--- config.mk ---
export PLATFORM = sky130hd
export DESIGN_NAME = evt_irq_ctrl
export DESIGN_NICKNAME = d
export VERILOG_FILES = /design/src/rtl/evt_irq_pkg.sv /design/src/rtl/evt_reg_decode.sv /design/src/rtl/evt_flag_bank.sv /design/src/rtl/evt_enable_reg.sv /design/src/rtl/evt_irq_combine.sv /design/src/rtl/evt_irq_ctrl.sv
export SDC_FILE = /design/constraint.sdc
export NUM_CORES = 1
export LEC_CHECK = 0
export ABC_AREA = 1
export BUFFER_PORTS_ARGS = -buffer_cell sky130_fd_sc_hd__buf_2
export CORE_AREA = 2 2 39 41
export DETAILED_ROUTE_END_ITERATION = 8
export DIE_AREA = 0 0 41 43
export PLACE_DENSITY_LB_ADDON = 0.08
export SYNTH_ARGS = -nofsm -noshare
export SYNTH_HDL_FRONTEND = slang
export SYNTH_SLANG_ARGS = --single-unit
--- constraint.sdc ---
create_clock -name clk -period 0.8 [get_ports clk]
set_input_delay 0.16 -clock clk [delete_from_list [all_inputs] [get_ports clk]]
set_output_delay 0.16 -clock clk [all_outputs]
set_load 0.02 [all_outputs]
--- src/rtl/evt_irq_pkg.sv ---
package evt_irq_pkg;
   localparam int NUM_FLAGS  = 3;
   localparam int FLAG_CLR   = 0;
   localparam int FLAG_BUS   = 1;
   localparam int FLAG_MICRO = 2;

   // flags that the force register may set
   localparam logic [NUM_FLAGS-1:0] FORCE_MASK =
      NUM_FLAGS'((1 << FLAG_CLR) | (1 << FLAG_MICRO));

   typedef enum logic [1:0] {
      SEL_NONE   = 2'd0,
      SEL_ENABLE = 2'd1,
      SEL_REASON = 2'd2,
      SEL_FORCE  = 2'd3
   } reg_sel_e;
endpackage

--- src/rtl/evt_reg_decode.sv ---
module evt_reg_decode
   import evt_irq_pkg::*;
#(
   parameter int ADDR_W      = 4,
   parameter int ENABLE_ADDR = 0,
   parameter int REASON_ADDR = 1,
   parameter int FORCE_ADDR  = 2
) (
   input  logic [ADDR_W-1:0] addr,
   input  logic              wr_en,
   output reg_sel_e          sel,
   output logic              wr_enable,
   output logic              wr_reason,
   output logic              wr_force
);
   localparam int ADDR_SPAN = 1 << ADDR_W;

   if (ENABLE_ADDR >= ADDR_SPAN || REASON_ADDR >= ADDR_SPAN || FORCE_ADDR >= ADDR_SPAN) begin : g_bad_range
      $error("evt_reg_decode: register address outside ADDR_W range");
   end
   if (ENABLE_ADDR == REASON_ADDR || ENABLE_ADDR == FORCE_ADDR || REASON_ADDR == FORCE_ADDR) begin : g_bad_overlap
      $error("evt_reg_decode: register addresses must be distinct");
   end

   always_comb begin
      sel = SEL_NONE;
      if (addr == ADDR_W'(ENABLE_ADDR)) begin
         sel = SEL_ENABLE;
      end else if (addr == ADDR_W'(REASON_ADDR)) begin
         sel = SEL_REASON;
      end else if (addr == ADDR_W'(FORCE_ADDR)) begin
         sel = SEL_FORCE;
      end
   end

   always_comb begin
      wr_enable = wr_en && (sel == SEL_ENABLE);
      wr_reason = wr_en && (sel == SEL_REASON);
      wr_force  = wr_en && (sel == SEL_FORCE);
   end
endmodule

--- src/rtl/evt_flag_bank.sv ---
module evt_flag_bank #(
   parameter int                  NF         = 3,
   parameter logic [NF-1:0]       FORCE_MASK = '1
) (
   input  logic          clk,
   input  logic          rst_n,
   input  logic [NF-1:0] events,
   input  logic          clr_wr,
   input  logic [NF-1:0] clr_bits,
   input  logic          force_wr,
   input  logic [NF-1:0] force_bits,
   output logic [NF-1:0] flags
);
   if (NF < 1) begin : g_bad_nf
      $error("evt_flag_bank: NF must be at least 1");
   end

   for (genvar i = 0; i < NF; i++) begin : g_flag
      logic q;
      logic force_hit;

      if (FORCE_MASK[i]) begin : g_forceable
         assign force_hit = force_wr & force_bits[i];
      end else begin : g_hw_only
         logic unused_force;
         assign unused_force = force_bits[i];
         assign force_hit    = 1'b0;
      end

      // set sources take priority over a clear in the same cycle
      always_ff @(posedge clk or negedge rst_n) begin
         if (!rst_n) begin
            q <= 1'b0;
         end else if (events[i] || force_hit) begin
            q <= 1'b1;
         end else if (clr_wr && clr_bits[i]) begin
            q <= 1'b0;
         end
      end

      assign flags[i] = q;
   end
endmodule

--- src/rtl/evt_enable_reg.sv ---
module evt_enable_reg #(
   parameter int NF = 3
) (
   input  logic          clk,
   input  logic          rst_n,
   input  logic          wr,
   input  logic [NF-1:0] wdata,
   output logic [NF-1:0] en_q
);
   always_ff @(posedge clk or negedge rst_n) begin
      if (!rst_n) begin
         en_q <= '0;
      end else if (wr) begin
         en_q <= wdata;
      end
   end
endmodule

--- src/rtl/evt_irq_combine.sv ---
module evt_irq_combine #(
   parameter int NF         = 3,
   parameter bit REGISTERED = 1'b1
) (
   input  logic          clk,
   input  logic          rst_n,
   input  logic [NF-1:0] flags,
   input  logic [NF-1:0] enables,
   output logic          irq
);
   logic pending;
   assign pending = |(flags & enables);

   if (REGISTERED) begin : g_reg
      logic irq_q;
      always_ff @(posedge clk or negedge rst_n) begin
         if (!rst_n) begin
            irq_q <= 1'b0;
         end else begin
            irq_q <= pending;
         end
      end
      assign irq = irq_q;
   end else begin : g_comb
      logic unused_clk;
      assign unused_clk = clk ^ rst_n;
      assign irq        = pending;
   end
endmodule

--- src/rtl/evt_irq_ctrl.sv ---
module evt_irq_ctrl
   import evt_irq_pkg::*;
#(
   parameter int ADDR_W         = 4,
   parameter int DATA_W         = 8,
   parameter int ENABLE_ADDR    = 0,
   parameter int REASON_ADDR    = 1,
   parameter int FORCE_ADDR     = 2,
   parameter bit IRQ_REGISTERED = 1'b1
) (
   input  logic              clk,
   input  logic              rst_n,
   input  logic [ADDR_W-1:0] addr,
   input  logic              wr_en,
   input  logic [DATA_W-1:0] wr_data,
   output logic [DATA_W-1:0] rd_data,
   input  logic              ev_cmd_clr,
   input  logic              ev_bus_reset,
   input  logic              ev_cmd_micro,
   output logic              irq
);
   localparam int NF = NUM_FLAGS;

   if (DATA_W < NF) begin : g_bad_width
      $error("evt_irq_ctrl: DATA_W narrower than the flag set");
   end

   reg_sel_e      sel;
   logic          wr_enable, wr_reason, wr_force;
   logic [NF-1:0] ev_vec;
   logic [NF-1:0] flag_q;
   logic [NF-1:0] enable_q;
   logic [NF-1:0] wr_low;
   logic          unused_wr_hi;

   assign wr_low       = wr_data[NF-1:0];
   assign unused_wr_hi = ^wr_data;

   always_comb begin
      ev_vec             = '0;
      ev_vec[FLAG_CLR]   = ev_cmd_clr;
      ev_vec[FLAG_BUS]   = ev_bus_reset;
      ev_vec[FLAG_MICRO] = ev_cmd_micro;
   end

   evt_reg_decode #(
      .ADDR_W      (ADDR_W),
      .ENABLE_ADDR (ENABLE_ADDR),
      .REASON_ADDR (REASON_ADDR),
      .FORCE_ADDR  (FORCE_ADDR)
   ) u_decode (
      .addr      (addr),
      .wr_en     (wr_en),
      .sel       (sel),
      .wr_enable (wr_enable),
      .wr_reason (wr_reason),
      .wr_force  (wr_force)
   );

   evt_flag_bank #(
      .NF         (NF),
      .FORCE_MASK (FORCE_MASK)
   ) u_flags (
      .clk        (clk),
      .rst_n      (rst_n),
      .events     (ev_vec),
      .clr_wr     (wr_reason),
      .clr_bits   (wr_low),
      .force_wr   (wr_force),
      .force_bits (wr_low),
      .flags      (flag_q)
   );

   evt_enable_reg #(
      .NF (NF)
   ) u_enable (
      .clk   (clk),
      .rst_n (rst_n),
      .wr    (wr_enable),
      .wdata (wr_low),
      .en_q  (enable_q)
   );

   evt_irq_combine #(
      .NF         (NF),
      .REGISTERED (IRQ_REGISTERED)
   ) u_combine (
      .clk     (clk),
      .rst_n   (rst_n),
      .flags   (flag_q),
      .enables (enable_q),
      .irq     (irq)
   );

   always_comb begin
      rd_data = '0;
      unique case (sel)
         SEL_ENABLE: rd_data[NF-1:0] = enable_q;
         SEL_REASON: rd_data[NF-1:0] = flag_q;
         default:    rd_data         = '0;
      endcase
   end
endmodule

# --- Word level (Yosys, flattened, before mapping) ---
# Index checks and enable logic that the tools add are counted.
word_totals:
  out_inout_bits: 9
  regBits: 7
  rom_bits: 0
  latch_bits: 0
  n_memories: 0
  word_cells: 36
  inputBits: 18
  ramBits: 0
op_classes:
  order_cmp: 0
  bitwise_logic: 3
  n_addsub: 0
  n_eq_ne: 5
  n_shift: 0
  div_mod_pow: 0
  n_mux: 10
  mul: 0
  n_reduce_logical: 13
ops:
  columns: ["operator", "count"]
  rows:
  - ["1-bit logical AND", 6]
  - ["1-bit 2-to-1 mux", 6]
  - ["2-bit 2-to-1 mux", 3]
  - ["3-bit one-hot mux with 2 select lines", 1]
  - ["2-bit nonzero test", 3]
  - ["2-bit == test (second input constant)", 2]
  - ["4-bit by 1-bit == test with 1-bit output (second input constant)", 1]
  - ["4-bit by 2-bit == test with 1-bit output (second input constant)", 1]
  - ["4-bit logical NOT", 1]
  - ["3-bit AND", 1]
  - ["3-bit OR reduction", 1]
  - ["1-bit AND", 2]
  - ["2-bit by 1-bit == test with 1-bit output (second input constant)", 1]
  - ["1-bit logical OR", 2]

# --- Logic depth before layout (Yosys ltp) ---
depth:
  ltp_word: 9
  ltp_mapped: 6
  ltp_nobuf: 6

# --- Modules after synthesis ---
# From an unflattened synthesis, not the netlist that was laid out.
hier_totals:
  cells_unflattened: 70
  area_unflattened_um2: 469.2
by_module_without_submodules:
  columns: ["mod", "n_inst", "area_each_um2", "cells_each", "seq_area_each_um2"]
  rows:
  - ["evt_flag_bank", 1, 145.1, 18, 75.1]
  - ["evt_enable_reg", 1, 112.6, 13, 75.1]
  - ["evt_irq_ctrl", 1, 111.4, 19, 0.0]
  - ["evt_reg_decode", 1, 58.8, 15, 0.0]
  - ["evt_irq_combine", 1, 41.3, 5, 25.0]

# --- Worst setup path after synthesis ---
# OpenSTA, ideal clock, no wires.
synth_timing:
  path_type: "input to output"
  startpoint: "input port addr[3]"
  endpoint: "output port rd_data[0]"
  arrival_ns: 0.745
  stages: 3
  path_slack_ns: -0.105
  cell_sequence: "nor2_8 > nand3_2 > o21ai_1"
synth_between:
  elab_chain_len: 6
synth_lines:
  columns: ["element", "line_no", "text"]
  rows:
  - ["start, declared", "evt_irq_ctrl.sv:13", "input logic [ADDR_W-1:0] addr,"]
  - ["4-bit by 2-bit == test with 1-bit output", "evt_reg_decode.sv:31", "end else if (addr == ADDR_W'(FORCE_ADDR)) begin"]
  - ["2-bit 2-to-1 mux", "evt_reg_decode.sv:31", null]
  - ["2-bit 2-to-1 mux", "evt_reg_decode.sv:29", "end else if (addr == ADDR_W'(REASON_ADDR)) begin"]
  - ["2-bit 2-to-1 mux (*)", "evt_reg_decode.sv:27", "if (addr == ADDR_W'(ENABLE_ADDR)) begin"]
  - ["2-bit == test or 2-bit by 1-bit == test with 1-bit output (tied branches)", "evt_irq_ctrl.sv:97", "unique case (sel)"]
  - ["3-bit one-hot mux with 2 select lines (*)", "evt_irq_ctrl.sv:97", null]
  - ["end, declared", "evt_irq_ctrl.sv:16", "output logic [DATA_W-1:0] rd_data,"]
# Mark *: on every way between the ends. The rest lies on a longest branch, timed or not.

# --- Final worst setup path ---
layout_timing:
  startpoint: "register u_flags.g_flag[0].q"
  endpoint: "output port rd_data[0]"
layout_between:
  elab_chain_len: 1
layout_lines:
  columns: ["element", "line_no", "text"]
  rows:
  - ["start, declared", "evt_flag_bank.sv:19", "logic q;"]
  - ["start signal, assigned", "evt_flag_bank.sv:33", "q <= 1'b0;"]
  - ["start signal, assigned", "evt_flag_bank.sv:35", "q <= 1'b1;"]
  - ["start signal, assigned", "evt_flag_bank.sv:37", "q <= 1'b0;"]
  - ["3-bit one-hot mux with 2 select lines", "evt_irq_ctrl.sv:97", null]
# No other way between the ends.

==> key figures <==
Hold path
  • Hold Crit Class: in -> reg

Route
  • Number of DRC markers after the initial detailed-route iteration: 7
  • Residual DRC: 0
  • ANT nets after route: 0
  • Total iterations of the first detailed-routing run: 4
  • Wire per inst: 10.02 um
  • Final wirelength: 1052 um
  • Via count: 444
  • Drt via density: 4.229

Cells and area
  • Most frequent cells in the layout: nand2_1, buf_2, buf_4
  • Nets: roughly 110
  • P&R area growth vs syn: 54.27%
  • Design area: 700.7 um^2
  • Commonest non-fill, non-tap cell in the layout: nand2_1
  • Antenna Cells: 0
  • Layout cells sized above 1: 47.19%
  • Fill cell count: around 150

Global routing
  • Initial antenna violation count: 0
  • Vias in the first global route: 455
  • First-pass GRT wire length: 1911 um
  • Largest net degree at the start of global routing: 8
  • Gr usage total: 16.03%
  • Congestion Overflow GR: 0

Synthesis
  • Synth area leader: dfrtp_1
  • Mapped cell area: 454.2 um^2
  • Avg Inst Size Synth: 7.831 um^2
  • Number of synthesis warnings: 0
  • Yosys top cell area share: 38.57%
  • Top post-synthesis cells by area: dfrtp_1, nand2_1, buf_4, o21ai_1, inv_1
  • Register bit count reported by yosys: 7
  • Synth Instances: 58
  • Register area share after synthesis: between 30 and 40%
  • Unique masters post-synth: 15

Clock tree
  • Clk slew on worst S/H paths: 0.06 ns
  • CTS root buffer: clkbuf_4
  • Clk Latency, worst-skew pair: between 0.2 and 0.3 ns
  • Htree depth: 1
  • CTS Buffer Depth: 2
  • Clock sinks: 7
  • Num CTS Buffers: 3
  • CTS tree: built

Setup path
  • Critical Path RT: ~0.64 ns
  • Worst setup EP type: primary output
  • Worst-path maximum fanout: 2
  • CP Class: reg -> out
  • WP data arrival: 0.93 ns
  • Flop-to-flop setup slack: 0.02 ns
  • Crit path launch type: register

STA
  • Fin crit period: around 1.1 ns
  • RSZ-0062 raised after global routing: yes
  • Final number of hold-violating endpoints: 0
  • Skew final: 0.003850 ns
  • Fin. max-slew vios: 0
  • Crit share post-route: 136.1%
  • Fmax: ~920 MHz
  • Final WS setup: -0.2886 ns
  • Final setup viols: 4
  • Setup_tns: -0.9434 ns

Run status
  • Outcome: finished with violations
  • Failing checks: negative setup slack

Power
  • Pwr/cell area: 1582 mW/mm^2
  • Power Total: 0.001109 W
  • Leakage power: 0.3684 nW
  • Max VDD drop: around 0.00073 V

Die
  • Rows: 14
  • Die height: approximately 43 um
  • Initial Utilization: between 30 and 40%
  • Chip width: 41 um
  • Die footprint: roughly 0.0018 mm^2
  • IO Pins: 27
  • Core Footprint: 0.001384 mm^2

Placed design
  • RePlAce Congestion: 0.7217
  • I/O Buffers: 16
  • Post-DP HPWL: 901.4 um
  • Cell Area, Placed: 625.6 um^2

Flow run
  • Max-cap violations: 0
==> cell families (layout without fill, tap and decap cells) <==
logic type | count (synthesis) | in the layout | synth area share (%)
buf+inv | 15 | 42 | 16.53
flops | 7 | 7 | 38.57
simple gates | 29 | 29 | 37.47
other cells | 1 | 5 | 0.8257
compound gates | 6 | 6 | 6.612
==> critical path, cell delays in order (launching register included) <==
cell     delay [ns]
dfrtp_1        0.37
nand3_2        0.09
o21ai_2        0.08
buf_6          0.13
==> registers in the layout, summed over array words and instances, names as in the netlist <==
register / cells
u_enable.en_q: 3
u_flags.g_flag.q: 3
u_combine.irq: 1
==> through the flow <==
stage / setup WS [ns] / hold WS [ns] / cells / utilization [%]
after global placement: -0.1951 / 0.01053 / 100 / 45.21
after detailed placement: -0.2137 / 0.006341 / 100 / 45.21
after CTS: -0.3031 / 0.08424 / 105 / 50.36
after floorplan: -0.03488 / -0.1356 / 62 / -
final: -0.2886 / 0.08868 / 105 / 50.63
after global routing: -0.3289 / 0.09447 / 105 / 50.63
==> area by class of cell <==
cell class                      instances  area, um^2  share of cell area, %
Timing Repair Buffer                   28       197.7                  28.21
Clock buffer                            4       26.28                  3.750
Inverter                               10       37.54                  5.357
Multi-Input combinational cell         40       244.0                  34.82
Sequential cell                         7       175.2                  25.00
Tap cell                               16       20.02                  2.857
==> power breakdown <==
part	leakage (nW)	switching (W)	total, W	internal (W)
clock	0.0150	0.000140	0.000331	0.000191
sequential	0.0758	0.0000244	0.000427	0.000402
combinational	0.278	0.000183	0.000352	0.000169
==> synthesized netlist by cell type <==
cell	instances
conb_1	1
nor2_2	1
buf_4	5
nand4_4	1
nand4_1	3
o21ai_1	6
clkinv_1	1
nand3_1	4
inv_1	8
nor2_8	1
dfrtp_1	7
nand2_1	13
inv_2	1
nor2_1	4
nand3_2	2
==> routing by layer <==
layer,up-vias,wire (um),track usage (%)
met5,-,0,0
met4,0,0,6.000
met3,0,46,4.712
met2,10,534,24.38
met1,198,471,20.52
li1,236,-,-
==> worst paths after layout <==
kind / start / to / cells after the start
max in group asynchronous: rst_n / u_enable.en_q[0]$_DFFE_PN0P_ / 2
setup reg to reg: u_flags.g_flag[0].q$_DFFE_PN0P_ / u_combine.irq$_DFF_PN0_ / 3
min in group asynchronous: rst_n / u_flags.g_flag[1].q$_DFFE_PN0P_ / 2
hold / removal: ev_cmd_clr / u_flags.g_flag[0].q$_DFFE_PN0P_ / 3
hold reg to reg: u_enable.en_q[0]$_DFFE_PN0P_ / u_enable.en_q[0]$_DFFE_PN0P_ / 3
setup / recovery: u_flags.g_flag[0].q$_DFFE_PN0P_ / rd_data[0] / 3
==> what timing repair did <==
item,CTS,global route
resized for setup,10,1
endpoints found under the hold margin,7,0
endpoints found under the setup margin,4,6
hold buffers,1,0
buffers inserted,0,0
pin swaps,2,1
Note: power is estimated with default switching activity, not from simulation.
